File: config.mk
export PLATFORM = sky130hd
export DESIGN_NAME = secure_write_gate
export DESIGN_NICKNAME = d
export VERILOG_FILES = /design/src/rtl/sw_gate_pkg.sv /design/src/rtl/sw_crc16.sv /design/src/rtl/sw_stage_buf.sv /design/src/rtl/secure_write_gate.sv
export SDC_FILE = /design/constraint.sdc
export NUM_CORES = 1
export LEC_CHECK = 0
export ABC_CLOCK_PERIOD_IN_PS = 7200
export BUFFER_PORTS_ARGS = -buffer_cell sky130_fd_sc_hd__buf_2
export CAP_MARGIN = 20
export CELL_PAD_IN_SITES_DETAIL_PLACEMENT = 0
export CELL_PAD_IN_SITES_GLOBAL_PLACEMENT = 1
export CORE_ASPECT_RATIO = 1.25
export CORE_MARGIN = 5
export CORE_UTILIZATION = 59
export CTS_CLUSTER_DIAMETER = 150
export CTS_CLUSTER_SIZE = 25
export DETAILED_ROUTE_END_ITERATION = 8
export GPL_TIMING_DRIVEN = 0
export PLACE_DENSITY_LB_ADDON = 0.1
export SETUP_SLACK_MARGIN = 0.5
export SLEW_MARGIN = 20
export SYNTH_ARGS = -nofsm -noshare
export SYNTH_HDL_FRONTEND = slang
export SYNTH_HIERARCHICAL = 1
export SYNTH_SLANG_ARGS = --single-unit
File: constraint.sdc
create_clock -name clk -period 7.2 [get_ports clk]
set_input_delay 0.72 -clock clk [delete_from_list [all_inputs] [get_ports clk]]
set_output_delay 0.72 -clock clk [all_outputs]
set_load 0.02 [all_outputs]
File: src/rtl/sw_gate_pkg.sv
package sw_gate_pkg;

   typedef enum logic [1:0] {
      ST_IDLE    = 2'd0,
      ST_COLLECT = 2'd1,
      ST_COMMIT  = 2'd2
   } sw_state_e;

   // One byte through a non-reflected CRC-16, MSB first.
   function automatic logic [15:0] crc16_step(input logic [15:0] crc_in,
                                              input logic [7:0]  data_in,
                                              input logic [15:0] poly);
      logic [15:0] c;
      c = crc_in;
      for (int b = 7; b >= 0; b--) begin
         if (c[15] ^ data_in[b]) c = {c[14:0], 1'b0} ^ poly;
         else                    c = {c[14:0], 1'b0};
      end
      return c;
   endfunction

endpackage

File: src/rtl/sw_crc16.sv
module sw_crc16 #(
   parameter logic [15:0] POLY = 16'h1021,
   parameter logic [15:0] SEED = 16'hFFFF
) (
   input  logic        clk,
   input  logic        rst_n,
   input  logic        restart,
   input  logic        feed,
   input  logic [7:0]  din,
   output logic [15:0] crc
);
   import sw_gate_pkg::*;

   generate
      if (POLY[0] != 1'b1) begin : g_bad_poly
         $error("sw_crc16: generator polynomial must have its constant term set");
      end
   endgenerate

   always_ff @(posedge clk or negedge rst_n) begin
      if (!rst_n)       crc <= SEED;
      else if (restart) crc <= SEED;
      else if (feed)    crc <= crc16_step(crc, din, POLY);
   end

endmodule

File: src/rtl/sw_stage_buf.sv
module sw_stage_buf #(
   parameter int DEPTH = 32,
   parameter int WIDTH = 8,
   localparam int PTR_W = (DEPTH > 1) ? $clog2(DEPTH) : 1
) (
   input  logic             clk,
   input  logic             we,
   input  logic [PTR_W-1:0] waddr,
   input  logic [WIDTH-1:0] wdata,
   input  logic [PTR_W-1:0] raddr,
   output logic [WIDTH-1:0] rdata
);

   generate
      if (DEPTH < 2 || DEPTH > 1024) begin : g_bad_depth
         $error("sw_stage_buf: DEPTH out of supported range 2..1024");
      end
      if (WIDTH < 1) begin : g_bad_width
         $error("sw_stage_buf: WIDTH must be positive");
      end
   endgenerate

   logic [WIDTH-1:0] cells [DEPTH];

   always_ff @(posedge clk) begin
      if (we) cells[waddr] <= wdata;
   end

   assign rdata = cells[raddr];

endmodule

File: src/rtl/secure_write_gate.sv
module secure_write_gate #(
   parameter int          ADDR_W   = 13,
   parameter int          PAYLOAD  = 32,
   parameter logic [15:0] CRC_POLY = 16'h1021,
   parameter logic [15:0] CRC_SEED = 16'hFFFF
) (
   input  logic              clk,
   input  logic              rst_n,
   input  logic              frame_start,
   input  logic              frame_end,
   input  logic              byte_valid,
   input  logic [7:0]        byte_data,
   output logic              mem_we,
   output logic [ADDR_W-1:0] mem_addr,
   output logic [7:0]        mem_wdata,
   output logic              wr_err,
   output logic              busy
);
   import sw_gate_pkg::*;

   localparam int HDR     = 2;
   localparam int CRC_AT  = HDR + PAYLOAD;
   localparam int LAST    = CRC_AT + 1;
   localparam int IDX_W   = $clog2(LAST + 1);
   localparam int PTR_W   = $clog2(PAYLOAD);
   localparam int HI_BITS = ADDR_W - 8;
   localparam int RUN_W   = $clog2(PAYLOAD + 1);
   localparam logic [7:0]       HI_MASK  = 8'((1 << HI_BITS) - 1);
   localparam logic [IDX_W-1:0] C_HDR    = IDX_W'(HDR);
   localparam logic [IDX_W-1:0] C_CRC_AT = IDX_W'(CRC_AT);
   localparam logic [IDX_W-1:0] C_LAST   = IDX_W'(LAST);
   localparam logic [PTR_W-1:0] P_END    = PTR_W'(PAYLOAD - 1);

   generate
      if (ADDR_W < 9 || ADDR_W > 16) begin : g_bad_addr
         $error("secure_write_gate: ADDR_W must fit two header bytes (9..16)");
      end
      if (PAYLOAD < 2 || PAYLOAD > 256) begin : g_bad_payload
         $error("secure_write_gate: PAYLOAD out of range 2..256");
      end
   endgenerate

   sw_state_e          state;
   logic [IDX_W-1:0]   cnt;
   logic [PTR_W-1:0]   wptr;
   logic [7:0]         addr_hi, addr_lo, rx_hi;
   logic [15:0]        crc_val;
   logic [ADDR_W-1:0]  base;
   logic               collecting, take, crc_feed, buf_we, crc_ok, restart;
   logic [7:0]         crc_din;

   assign collecting = (state == ST_COLLECT);
   assign busy       = (state == ST_COMMIT);
   assign restart    = frame_start && !busy;
   assign take       = collecting && byte_valid && !frame_end && !frame_start;
   assign crc_feed   = take && (cnt < C_CRC_AT);
   assign crc_din    = (cnt == '0) ? (byte_data & HI_MASK) : byte_data;
   assign buf_we     = crc_feed && (cnt >= C_HDR);
   assign crc_ok     = ({rx_hi, byte_data} == crc_val);

   sw_crc16 #(.POLY(CRC_POLY), .SEED(CRC_SEED)) i_crc (
      .clk    (clk),
      .rst_n  (rst_n),
      .restart(restart),
      .feed   (crc_feed),
      .din    (crc_din),
      .crc    (crc_val)
   );

   sw_stage_buf #(.DEPTH(PAYLOAD), .WIDTH(8)) i_buf (
      .clk  (clk),
      .we   (buf_we),
      .waddr(PTR_W'(cnt - C_HDR)),
      .wdata(byte_data),
      .raddr(wptr),
      .rdata(mem_wdata)
   );

   always_ff @(posedge clk or negedge rst_n) begin
      if (!rst_n) begin
         state   <= ST_IDLE;
         cnt     <= '0;
         wptr    <= '0;
         addr_hi <= '0;
         addr_lo <= '0;
         rx_hi   <= '0;
         wr_err  <= 1'b0;
      end else if (busy) begin
         wptr <= wptr + 1'b1;
         if (wptr == P_END) state <= ST_IDLE;
      end else if (restart) begin
         state  <= ST_COLLECT;
         cnt    <= '0;
         wr_err <= 1'b0;
      end else if (collecting && frame_end) begin
         state  <= ST_IDLE;
         wr_err <= 1'b1;
      end else if (take) begin
         cnt <= cnt + 1'b1;
         if (cnt == '0)          addr_hi <= byte_data & HI_MASK;
         if (cnt == IDX_W'(1))   addr_lo <= byte_data;
         if (cnt == C_CRC_AT)    rx_hi   <= byte_data;
         if (cnt == C_LAST) begin
            if (crc_ok) begin
               state <= ST_COMMIT;
               wptr  <= '0;
            end else begin
               state  <= ST_IDLE;
               wr_err <= 1'b1;
            end
         end
      end
   end

   assign base     = {addr_hi[HI_BITS-1:0], addr_lo};
   assign mem_we   = busy;
   assign mem_addr = base + ADDR_W'(wptr);

   // Checker-only run length of the write strobe.
   logic [RUN_W-1:0] we_run;
   always_ff @(posedge clk or negedge rst_n) begin
      if (!rst_n)      we_run <= '0;
      else if (mem_we) we_run <= we_run + 1'b1;
      else             we_run <= '0;
   end

   // a failed check never lets a write through
   a_r5_no_write_on_err: assert property (@(posedge clk) disable iff (!rst_n)
      mem_we |-> !wr_err);

   // burst addresses advance by one
   a_r4_addr_step: assert property (@(posedge clk) disable iff (!rst_n)
      (mem_we && $past(mem_we)) |-> (mem_addr == ADDR_W'($past(mem_addr) + 1'b1)));

   // every burst is exactly one payload long
   a_r4_burst_len: assert property (@(posedge clk) disable iff (!rst_n)
      $fell(mem_we) |-> (we_run == RUN_W'(PAYLOAD)));

   // an accepted start clears the flag
   a_r7_start_clears: assert property (@(posedge clk) disable iff (!rst_n)
      (frame_start && !busy) |=> !wr_err);

   // an early end sets the flag and writes nothing
   a_r6_short_frame: assert property (@(posedge clk) disable iff (!rst_n)
      (collecting && frame_end && !frame_start) |=> (wr_err && !mem_we));

endmodule

==> results <==
- The warning count from the yosys run is 6.
- The overall power consumption is 3190 uW.
- Tracing the worst setup path back leads to its startpoint at wptr[2].
- The number of clock buffers added by TritonCTS is 16.
- The capturing element type of the critical path is a primary output.
- The slowest stage of the critical path is the sky130_fd_sc_hd__clkbuf_1 cell.
- The worst setup slack for register-to-register paths is 4.01 ns.
- The delay of the slowest critical-path stage is 0.61 ns.
- The first global-routing pass estimated 40.0 mm of wire.
- The multi-input combinational cells in the finished layout cover a total of 4000 sq um.
- After synthesis the cells add up to 13200 sq um.
- The cell chosen for the clock root is sky130_fd_sc_hd__clkbuf_16.
- The startpoint type of the worst setup path is a flop.
- The CTS tree is yes.
- The number of enable flip-flop cells after synthesis is 256.
- Across the run, the number of max-cap violations was 0.
- Sorting the synthesized cells by area gives the leading types as sky130_fd_sc_hd__edfxtp_1, sky130_fd_sc_hd__mux4_2, sky130_fd_sc_hd__dfrtp_1, sky130_fd_sc_hd__dfstp_2, sky130_fd_sc_hd__mux2_4.
- The proportion of power drawn by combinational gates is 0.075.
- Synthesis produced 697 cells.
- Setup repair after global routing left no endpoint under its margin.
- Entering global routing, the biggest net connects 52 pins.
- Clock-pin slew was measured on the worst setup and hold paths at 0.10 ns.
- The worst register-to-register path begins at state[0].
- The floorplan step defined a die boundary enclosing 25500 sq um.
- The capture instance of the worst register-to-register path is i_buf/cells[4][1].
- The number of detailed-routing iterations run before antenna repair is 4.
- The number of nets in the synthesized netlist is 725.
- Of the total power, registers draw 0.617.
- The number of violations reported at the end of detailed-routing iteration 0 is 504.
- The sequential share of the synthesized area is 0.681.
- The tree built by TritonCTS fans out to 307 sinks.
- Dividing the detail-routed wire length by the instance count gives 24.9 microns.
- The proportion of power drawn by the clock network is 0.308.
- From synthesis to final layout, the design area changed by 7.73%.
- Of the total power, the share spent switching nets is 0.216.
- The quantity of I/O buffers inserted on ports is 36.
- The number of antenna violations at the first check in global routing is 0.
- The final weighted congestion of routability-driven global placement is 0.856.
- Setup slack closes at 2.89 ns.
- The count of pins over their slew limit came to 0.
- The clock period could shrink to 4.31 ns.
- The final period utilization is 0.599.
- The largest total area in the synthesized netlist belongs to sky130_fd_sc_hd__edfxtp_1.
- The maximum clock rate is 232 MHz.
- The ratio of cells with drive above 1 in the final layout is 0.275.
- The worst-skew pair later-pin latency is 0.49 ns.
- The I/O pin total is 37.
- The leakage component of the power is 0.00485 uW.
- The maximum root-to-sink buffer count is 3.
- The critical path is of the flop to primary output type.
- Once detailed placement completed, the half-perimeter wirelength came to 17.5 mm.
- The fraction of synthesized cell area taken by the top area cell type is 0.583.
- Post-CTS repair changed the size of 0 cells.
- After clock tree synthesis, the setup repair step added 0 buffers.
- The die is 177 microns tall.
- Traced cell by cell, the critical path runs through clkbuf_1, clkbuf_1, mux4_2, mux4_2, mux2_2, buf_2.
- Buffers inserted to repair hold after CTS numbered 0.
- The number of register bits inferred by synthesis is 307.
- IR analysis of the VDD net gives a maximum drop of 0.216 mV.
- The placement-stage worst setup slack is 3.38 ns.
- The residual antenna-violating net count after detailed routing is 0.
- The initial standard-cell utilization of the core is 0.596.
- Ranked by instance count, the synthesized netlist is headed by sky130_fd_sc_hd__edfxtp_1, sky130_fd_sc_hd__mux4_2, sky130_fd_sc_hd__nor2_1, sky130_fd_sc_hd__dfrtp_1, sky130_fd_sc_hd__xor2_1.
- In the final layout, flip-flops and latches occupy 8980 sq um.
- For the worst setup path, the data arrival time is 3.59 ns.
- The flow ran to the end, and the final reports show no timing, DRC or antenna violations.
- The number of failing hold endpoints at the final stage is 0.
- In the synthesized netlist the dominant register cell turns out to be sky130_fd_sc_hd__edfxtp_1.
- Of all flip-flops after synthesis, the portion carrying an async set or reset was 0.166.
- The most frequent cell after synthesis is sky130_fd_sc_hd__edfxtp_1.
- At the end of the flow the core is filled with cells to 0.642.
- The switching power summed over all nets is 690 uW.
- The slew at the pin closest to its max-slew limit is 0.865 ns.
- The ratio of total power to cell area is 224 nW/um^2.
- The sum of negative setup slack is 0 ns.
- The worst slew margin relative to its limit is 0.423.
- In this run the worst path has a maximum fanout of 10.
- After synthesis, the netlist uses 55 different library cells.
- The routed layout has 6443 vias.
- The final setup violation count is 0.
- The horizontal extent of the die is 144 microns.
- The internal portion of the total power is 2500 uW.
- The global-route total usage across every layer is 0.210.
- The critical path endpoint is mem_wdata[4].
- The total overflow left after global routing is 0.
- The number of cell rows is 61.
- The number of global-route vias before repair was 6749.
- For the worst flop-to-flop path, the logic depth is 8.
- In this run the standard cell core region covers 22100 sq um.
- For the worst setup path, the data required time is 6.48 ns.
- The final setup skew is 0.0161 ns.
- The number of diodes is 0.
- CTS built an H-tree with a depth of 1.
- The number of DRC violations after detailed routing is 0.
- The per-cell via count in the routed design is 6.17.
- The layout has 1547 filler cells.
- The worst min-delay path category is input pin to async pin.
- After detailed routing, the total wire length is 26.0 mm.
- In this run the mean area of a mapped cell was 18.9 sq um.
- The number of nets in the finished design is 779.
## critical path, delay by kind of cell, from the launching register on
family   cells  cell delay [ns]
buf+inv      3             1.36
flops        1             0.46
mux          3             1.27
## cell families (layout without fill, tap and decap cells)
kind of cell,count (synthesis),count (layout),share of synthesized area
xor+xnor,54,54,0.0487
compound gates,54,54,0.0249
buf+inv,39,103,0.0156
simple gates,119,119,0.0491
fa+ha+maj,15,15,0.0148
flops,307,307,0.681
mux,109,109,0.166
## power by group through the flow
stage | sequential [uW] | clock, uW | combinational [uW]
floorplan | 2000 | 0 | 158
detailed placement | 2010 | 0 | 241
finish | 1970 | 983 | 240
global route | 1970 | 1080 | 261
global placement | 2010 | 0 | 238
CTS | 1970 | 1000 | 243
## per-layer routing
layer,GRT usage,part of all wire,up-vias,wire (microns)
li1,-,-,2839,-
met2,0.367,0.52,188,13600
met1,0.289,0.40,3393,10500
met4,0.0443,0.020,0,510
met5,0,0,-,0
met3,0.0251,0.051,23,1330
## sequential cells by signal, summed over array words and instances (netlist names)
register     cells
addr_hi          5
addr_lo          8
cnt              6
i_buf/cells    256
i_crc/crc       16
rx_hi            8
state            2
wptr             5
wr_err           1
## how the worst min path moves through the flow
stage                           from          to  slack, ns
after global routing           rst_n  addr_hi[1]       0.29
after global placement    addr_lo[4]  addr_lo[4]       0.50
final                          rst_n  addr_hi[1]       0.25
after CTS                      rst_n  addr_hi[1]       0.27
after floorplan                rst_n  addr_hi[0]       0.42
after detailed placement  addr_lo[2]  addr_lo[2]       0.50
## final cells by class
class | count | area share
Clock buffer | 27 | 0.0326
Multi-Input combinational cell | 351 | 0.282
Timing Repair Buffer | 36 | 0.0129
Tap cell | 283 | 0.0249
Clock inverter | 1 | 0.00141
Buffer | 32 | 0.0127
Inverter | 7 | 0.00185
Sequential cell | 307 | 0.632
## through the flow
step           hold slack [ns]  std cells  area, sq um
4_1_cts                  0.269       1044        14200
3_5_place_dp             0.501       1016        13700
6_report                 0.253       1044        14200
2_1_floorplan            0.424        697        13200
5_1_grt                  0.288       1044        14200
3_3_place_gp             0.500       1016        13700
## placed cells by master (no fill, tap or decap), types with 13 or more instances in the layout
| cell type | Yosys | final |
|---|---|---|
| sky130_fd_sc_hd__dfrtp_1 | 35 | 35 |
| sky130_fd_sc_hd__dfstp_2 | 16 | 16 |
| sky130_fd_sc_hd__xor2_1 | 27 | 27 |
| sky130_fd_sc_hd__nor2_1 | 45 | 45 |
| sky130_fd_sc_hd__xnor2_1 | 14 | 14 |
| sky130_fd_sc_hd__buf_2 | 3 | 38 |
| sky130_fd_sc_hd__mux2_4 | 16 | 16 |
| sky130_fd_sc_hd__mux2_2 | 13 | 13 |
| sky130_fd_sc_hd__o21ai_0 | 16 | 16 |
| sky130_fd_sc_hd__a21oi_1 | 17 | 17 |
| sky130_fd_sc_hd__edfxtp_1 | 256 | 256 |
| sky130_fd_sc_hd__mux4_2 | 80 | 80 |
| sky130_fd_sc_hd__clkbuf_16 | 0 | 17 |
| sky130_fd_sc_hd__clkbuf_1 | 12 | 22 |
| sky130_fd_sc_hd__nand2_1 | 16 | 16 |
| sky130_fd_sc_hd__ha_1 | 14 | 14 |
No activity file was read; power rests on OpenSTA's default activity.
